$ cat config.mk
export PLATFORM = sky130hd
export DESIGN_NAME = modem_flow_ctrl
export DESIGN_NICKNAME = d
export VERILOG_FILES = /design/src/rtl/mfc_pkg.sv /design/src/rtl/mfc_sync.sv /design/src/rtl/mfc_delta.sv /design/src/rtl/mfc_rts.sv /design/src/rtl/modem_flow_ctrl.sv
export SDC_FILE = /design/constraint.sdc
export NUM_CORES = 1
export LEC_CHECK = 0
export BUFFER_PORTS_ARGS = -buffer_cell sky130_fd_sc_hd__buf_2
export CORE_MARGIN = 3
export CORE_UTILIZATION = 44
export DETAILED_ROUTE_END_ITERATION = 6
export GPL_TIMING_DRIVEN = 0
export HOLD_SLACK_MARGIN = 0.06
export PLACE_DENSITY = 0.72
export SYNTH_ARGS = -nofsm -noshare
export SYNTH_HDL_FRONTEND = slang
export SYNTH_HIERARCHICAL = 1
export SYNTH_SLANG_ARGS = --single-unit
$ cat constraint.sdc
create_clock -name clk -period 1.35 [get_ports clk]
set_clock_uncertainty 0.2 [all_clocks]
set_input_delay 0.2025 -clock clk [delete_from_list [all_inputs] [get_ports clk]]
set_output_delay 0.2025 -clock clk [all_outputs]
set_load 0.03 [all_outputs]
$ cat src/rtl/mfc_pkg.sv
package mfc_pkg;
  localparam int MDM_W   = 4;
  localparam int IDX_CTS = 0;
  localparam int IDX_DSR = 1;
  localparam int IDX_RI  = 2;
  localparam int IDX_DCD = 3;
  localparam int STAT_W  = 2 * MDM_W;
endpackage

$ cat src/rtl/mfc_sync.sv
// Multi-stage synchroniser for the active-low modem lines plus one extra
// stage that holds the previous synchronised value for change detection.
module mfc_sync #(
  parameter int W      = 4,
  parameter int STAGES = 2
) (
  input  logic         clk,
  input  logic         rst_n,
  input  logic [W-1:0] async_i,
  output logic [W-1:0] sync_o,
  output logic [W-1:0] prev_o
);
  localparam int DEPTH = STAGES + 1;

  logic [W-1:0] pipe_q [DEPTH];
  logic [W-1:0] pipe_d [DEPTH];

  always_comb begin
    pipe_d[0] = async_i;
    for (int i = 1; i < DEPTH; i++) begin
      pipe_d[i] = pipe_q[i-1];
    end
  end

  // Idle level of an active-low line is high: reset to all ones so no
  // false change is seen when reset is released.
  generate
    for (genvar g = 0; g < DEPTH; g++) begin : g_stage
      always_ff @(posedge clk or negedge rst_n) begin
        if (!rst_n) begin
          pipe_q[g] <= '1;
        end else begin
          pipe_q[g] <= pipe_d[g];
        end
      end
    end
  endgenerate

  assign sync_o = pipe_q[STAGES-1];
  assign prev_o = pipe_q[STAGES];
endmodule

$ cat src/rtl/mfc_delta.sv
// Sticky change flags, cleared by a status read; a change wins over a read.
module mfc_delta #(
  parameter int W = 4
) (
  input  logic         clk,
  input  logic         rst_n,
  input  logic [W-1:0] change_i,
  input  logic         rd_i,
  output logic [W-1:0] flag_o
);
  logic [W-1:0] flag_q;
  logic [W-1:0] flag_d;
  logic         flag_en;

  assign flag_en = rd_i | (|change_i);

  always_comb begin
    flag_d = change_i | (flag_q & {W{~rd_i}});
  end

  always_ff @(posedge clk or negedge rst_n) begin
    if (!rst_n) begin
      flag_q <= '0;
    end else if (flag_en) begin
      flag_q <= flag_d;
    end
  end

  assign flag_o = flag_q;
endmodule

$ cat src/rtl/mfc_rts.sv
// Registered request-to-send driver: software control or FIFO threshold.
module mfc_rts #(
  parameter int LVL_W = 5
) (
  input  logic             clk,
  input  logic             rst_n,
  input  logic             auto_fc_i,
  input  logic             rts_sw_i,
  input  logic [LVL_W-1:0] level_i,
  input  logic [LVL_W-1:0] trig_i,
  output logic             rts_n_o
);
  logic rts_n_q;
  logic rts_n_d;
  logic auto_rts;
  logic fifo_high;

  assign auto_rts  = auto_fc_i & rts_sw_i;
  assign fifo_high = (level_i >= trig_i);

  always_comb begin
    if (auto_rts) begin
      rts_n_d = fifo_high;
    end else begin
      rts_n_d = ~rts_sw_i;
    end
  end

  always_ff @(posedge clk or negedge rst_n) begin
    if (!rst_n) begin
      rts_n_q <= 1'b1;
    end else if (rts_n_d != rts_n_q) begin
      rts_n_q <= rts_n_d;
    end
  end

  assign rts_n_o = rts_n_q;
endmodule

$ cat src/rtl/modem_flow_ctrl.sv
module modem_flow_ctrl
  import mfc_pkg::*;
#(
  parameter int LVL_W       = 5,
  parameter int SYNC_STAGES = 2
) (
  input  logic              clk,
  input  logic              rst_n,
  input  logic              cts_n_i,
  input  logic              dsr_n_i,
  input  logic              ri_n_i,
  input  logic              dcd_n_i,
  input  logic              rts_sw_i,
  input  logic              auto_fc_i,
  input  logic              msi_en_i,
  input  logic [LVL_W-1:0]  rx_level_i,
  input  logic [LVL_W-1:0]  rx_trig_i,
  input  logic              stat_rd_i,
  input  logic              tx_req_i,
  output logic              tx_start_o,
  output logic              rts_n_o,
  output logic [STAT_W-1:0] mdm_stat_o,
  output logic              msi_irq_o
);
  logic [MDM_W-1:0] lines_n;
  logic [MDM_W-1:0] sync_n;
  logic [MDM_W-1:0] prev_n;
  logic [MDM_W-1:0] change;
  logic [MDM_W-1:0] state;
  logic [MDM_W-1:0] delta;
  logic [MDM_W-1:0] irq_mask;

  always_comb begin
    lines_n          = '1;
    lines_n[IDX_CTS] = cts_n_i;
    lines_n[IDX_DSR] = dsr_n_i;
    lines_n[IDX_RI]  = ri_n_i;
    lines_n[IDX_DCD] = dcd_n_i;
  end

  mfc_sync #(.W(MDM_W), .STAGES(SYNC_STAGES)) sync_i (
    .clk     (clk),
    .rst_n   (rst_n),
    .async_i (lines_n),
    .sync_o  (sync_n),
    .prev_o  (prev_n)
  );

  assign state  = ~sync_n;
  assign change = sync_n ^ prev_n;

  mfc_delta #(.W(MDM_W)) delta_i (
    .clk      (clk),
    .rst_n    (rst_n),
    .change_i (change),
    .rd_i     (stat_rd_i),
    .flag_o   (delta)
  );

  mfc_rts #(.LVL_W(LVL_W)) rts_i (
    .clk       (clk),
    .rst_n     (rst_n),
    .auto_fc_i (auto_fc_i),
    .rts_sw_i  (rts_sw_i),
    .level_i   (rx_level_i),
    .trig_i    (rx_trig_i),
    .rts_n_o   (rts_n_o)
  );

  // In automatic mode clear-to-send drives the transmitter, not the interrupt.
  always_comb begin
    irq_mask          = '1;
    irq_mask[IDX_CTS] = ~auto_fc_i;
  end

  assign msi_irq_o  = msi_en_i & (|(delta & irq_mask));
  assign tx_start_o = tx_req_i & (~auto_fc_i | state[IDX_CTS]);
  assign mdm_stat_o = {delta, state};
endmodule

Yosys cells after proc, flatten, opt, wreduce, memory -nomap -nowiden. Index checks and enable logic that the tools add are counted.

Memory bits (read-only): 0. Memory bits (writable): 0. Output and inout port bits: 11. Latch bits: 0. Flip-flop bits (word level): 17. Memories: 0.

Muxes and demuxes: 1. $lt $le $gt $ge: 1. Add/sub/neg operators: 0. Bitwise operators: 13. Multipliers: 0. Equal/unequal tests: 1. Reduce and logical (&&, ||, !) cells: 2. Shift-type cells: 0. Div/mod/pow operators: 0.

Operators by type and width (count): 4-bit AND (2); 4-bit OR reduction (2); 5-bit greater-or-equal comparator (1); 4-bit inverter (1); 4-bit OR (1); 4-bit XOR (1); 1-bit AND (3); 1-bit inverter (3); 1-bit OR (2); 1-bit 2-to-1 mux (1); 1-bit != test (1).

Logic depth before layout (Yosys ltp).
Depth in word-level cells: 4. Depth in mapped cells: 5. Gate-level depth less buffers: 5.

By module. The synthesis kept the hierarchy.

By module, submodules not included: mfc_sync (cells each 16, times used 1, seq. area each 315.3 um2, area each 345.3 um2); mfc_rts (cells each 18, times used 1, seq. area each 26.3 um2, area each 150.1 um2); mfc_delta (cells each 9, times used 1, seq. area each 100.1 um2, area each 133.9 um2); modem_flow_ctrl (cells each 11, times used 1, seq. area each 0.0 um2, area each 75.1 um2).

Least setup slack after synthesis. No wires, ideal clock.

Kind: register -> output. Start point: reg sync_i.pipe_q (netlist bit sync_i/sync_o[0]). End point: out tx_start_o. Data arrival time: 1.180 ns. Slack: -0.233 ns. Stages on the path, launching flop included: 3. Buffers on the path: 1. Cell sequence: dfstp_2 > buf_4 > a21boi_0.

Cells in the longest elaborated chain, start to end: 3.

Ends and longest elaborated chain: from (decl) (line mfc_sync.sv:15) `logic [W-1:0] pipe_q [DEPTH];`; from (signal, indexed assignment) (line mfc_sync.sv:33) `pipe_q[g] <= pipe_d[g];`; 4-bit inverter (line modem_flow_ctrl.sv:49) `assign state = ~sync_n;`; 1-bit OR (line modem_flow_ctrl.sv:77) `assign tx_start_o = tx_req_i & (~auto_fc_i | state[IDX_CTS]);`; 1-bit AND (line modem_flow_ctrl.sv:77); to (decl) (line modem_flow_ctrl.sv:20) `output logic tx_start_o,`.

Every way passes these cells.

Worst setup path in the final report.
Start point: reg delta_i.flag_q[0], in the netlist delta_i/flag_o[0]. End point: out msi_irq_o.

Cells in the longest elaborated chain, start to end: 3.

Ends and longest elaborated chain: from (decl) (line mfc_delta.sv:11) `logic [W-1:0] flag_q;`; from (signal assigned) (line mfc_delta.sv:25) `flag_q <= flag_d;`; 4-bit AND (line modem_flow_ctrl.sv:76) `assign msi_irq_o = msi_en_i & (|(delta & irq_mask));`; 4-bit OR reduction (line modem_flow_ctrl.sv:76); 1-bit AND (line modem_flow_ctrl.sv:76); to (decl) (line modem_flow_ctrl.sv:23) `output logic msi_irq_o`.

Every way passes these cells.

==> reports/metrics.yaml <==
run_status:
  status: "finished, violations left"
  violations: "negative setup slack"
setup_path:
  arrival_ns: 1.31
  critPathKind: "register to primary output"
  crit_fanout: 2
  critPathSlowestCell: "dfrtp_1"
  cp.required_ns: 0.95
  cpLargestDelayFamily: "flip-flops"
  critical_path.max_stage_delay_ns: 0.39
  start_kind: "register"
  crit_chain: "nor2b_1 > o41a_1 > buf_6"
  path_buf_inv: 1
  worstSetupEndpointType: "primary output"
placement:
  port_buffers: 31
  routabilityCongestion: 0.6662
  hpwl_um: 897.6
  place_area_um2: 878.3
timing:
  worst_slew_pin_slew_ns: 0.3554
  timing.final.ws_setup_ns: -0.3592
  fin_crit_sh_pct: 126.6
  rsz0062_at_grt: "true"
  hold_viol: 0
  final-max-slew-violation-count: 0
  fmax_mhz: 585.1
  relSlewSlack_pct: 76.30
  finalSetupViolations: 7
  period_needed_ns: 1.709
detailed_routing:
  viasPerCell: 4.560
  ant_nets: 0
  drc: 0
  vias: 529
  wl_mm: 1.369
  drt-pass1-iter-count: 4
  wl_per_cell_um: 11.80
  drt_iter0_markers: 5
run:
  drv_cap: 0
logic_synthesis:
  ys_ff_latch: 17
  netlist_instances: 54
  synthDistinctLibCells: 16
  ys_seq_area_share_pct: 62.70
  synth_top_area_share_pct: 48.49
  avgSynthCellArea_um2: 13.04
  synth_top_area_cell: "dfstp_2"
  syn_area_um2: 704.4
  ys_warn_count: 6
  synth.area.top_cells: "dfstp_2 (48%), dfrtp_1 (14%), ha_1 (8.9%)"
  syn_nets: 80
floorplan:
  fp-row-count: 13
  start_util_pct: 50.36
  core_mm2: 0.001399
  ios: 32
  design.die.area_mm2: 0.002117
  die_height_um: 46.01
  die_w_um: 46.01
cells_and_area:
  multiInputGateArea_um2: 195.2
  fin_area_mm2: 0.001079
  nFillCells: 95
  nets: 128
  area.growth.synth_to_final_pct: 53.11
  layout-drive-gt1-share_pct: 60.40
  final_cell_mix: "buf_2 (22), dfstp_2 (13), buf_6 (10)"
  layout_commonest_cell: "buf_2"
  seqCellArea_um2: 441.7
  antenna_cells: 0
cts:
  clkTransAtPathRegs_ns: 0.09
  cts_tree: "done"
  clk_path_buf_depth: 2
  htreeDepth: 1
  cts_sinks: 17
  cts-root-buf: "clkbuf_4"
  cts_buffers: 3
  insertion_delay_ns: 0.28
global_routing:
  grt_pass1_vias: 559
  grt_max_degree: 18
  grt_pass1_wl_mm: 2.180
  antenna_found_initial: 0
  grt_overflow: 0
  grt_use_total_pct: 15.30
pwr:
  power_mw: 1.097
  p_leak_nw: 0.5604
  ir_worst_vdd_uv: 899.9
  powerDensity_mw_per_mm2: 1017
min_path:
  hold_path_class: "primary input to async pin"
==> registers in the layout, indices dropped and copies added (netlist names) <==
register,cells
delta_i/flag_o,4
sync_i/pipe_d,4
sync_i/sync_o,4
rts_i/rts_n_o,1
sync_i/prev_o,4
==> final cells by class <==
| type | instances | share of cell area [%] |
|---|---|---|
| repair buffers | 47 | 32.95 |
| multi-input cells | 22 | 18.10 |
| clock buffers | 4 | 2.436 |
| inverters | 11 | 3.828 |
| flip-flops and latches | 17 | 40.95 |
| well taps | 15 | 1.740 |
==> repair_timing <==
action | CTS | global route
endpoints found under the setup margin | 7 | 9
buffers inserted | 7 | 1
hold buffers | 8 | 0
resized for setup | 22 | 2
hold endpoints to repair | 26 | 0
cloned | 0 | 0
==> synth_stat cells <==
cell,number
a21o_1,5
o41a_1,1
nand2b_1,1
a21oi_1,1
xor2_1,4
a21boi_0,1
dfrtp_1,4
inv_2,1
dfstp_2,13
nor2b_1,1
nand3_1,1
inv_1,10
o221ai_1,1
buf_4,4
a31oi_1,1
ha_1,5
==> final timing paths <==
check                                   from                end  slack [ns]  cells after the start
max                        delta_i/flag_o[0]          msi_irq_o       -0.36                      3
min                                    rst_n  delta_i/flag_o[0]        0.15                      2
max reg2reg                 sync_i/sync_o[0]  delta_i/flag_o[0]        0.17                      3
min reg2reg                 sync_i/pipe_d[4]   sync_i/sync_o[0]        0.16                      0
max in group asynchronous              rst_n   sync_i/prev_o[2]        0.50                      2
min in group clk            sync_i/pipe_d[4]   sync_i/sync_o[0]        0.16                      0
==> metal layers <==
| layer | routed length (um) | vias to the layer above | track usage [%] |
|---|---|---|---|
| met5 | 0 | - | 0 |
| met1 | 485 | 248 | 15.99 |
| met2 | 778 | 17 | 26.65 |
| li1 | - | 262 | - |
| met3 | 93 | 2 | 7.115 |
| met4 | 11 | 0 | 5.114 |
==> cell families after synthesis <==
kind of cell | count (synthesis) | share of synthesized area, %
AO/OA/AOI/OAI | 10 | 10.84
XOR/XNOR | 4 | 4.973
adder cells (fa/ha/maj) | 5 | 8.881
buffers and inverters | 15 | 10.12
flip-flops | 17 | 62.70
AND/OR/NAND/NOR | 3 | 2.487
==> power by group <==
group	leakage [nW]	internal, mW	switching (mW)
registers	0.180	0.560	0.0191
logic	0.366	0.133	0.125
clock network	0.0150	0.115	0.144
==> worst reg2reg max path, stage by stage, from the launching register on <==
cell,delay (ns)
dfstp_2,0.57
buf_4,0.12
xor2_1,0.06
a21o_1,0.15
==> stage by stage <==
step	hold WS, ns	util [%]	cells	worst slack [ns]	TNS [ns]
after CTS	0.1498	76.03	115	-0.3584	-0.7378
after detailed placement	-0.06413	62.79	100	-0.05344	-0.06363
final	0.1473	77.10	116	-0.3592	-0.7558
after global routing	0.1607	77.10	116	-0.4186	-1.172
after global placement	-0.07129	62.79	100	-0.01826	-0.02098
after floorplan	-0.2931	-	54	-0.1406	-0.1406
No activity file was read; power rests on OpenSTA's default activity.
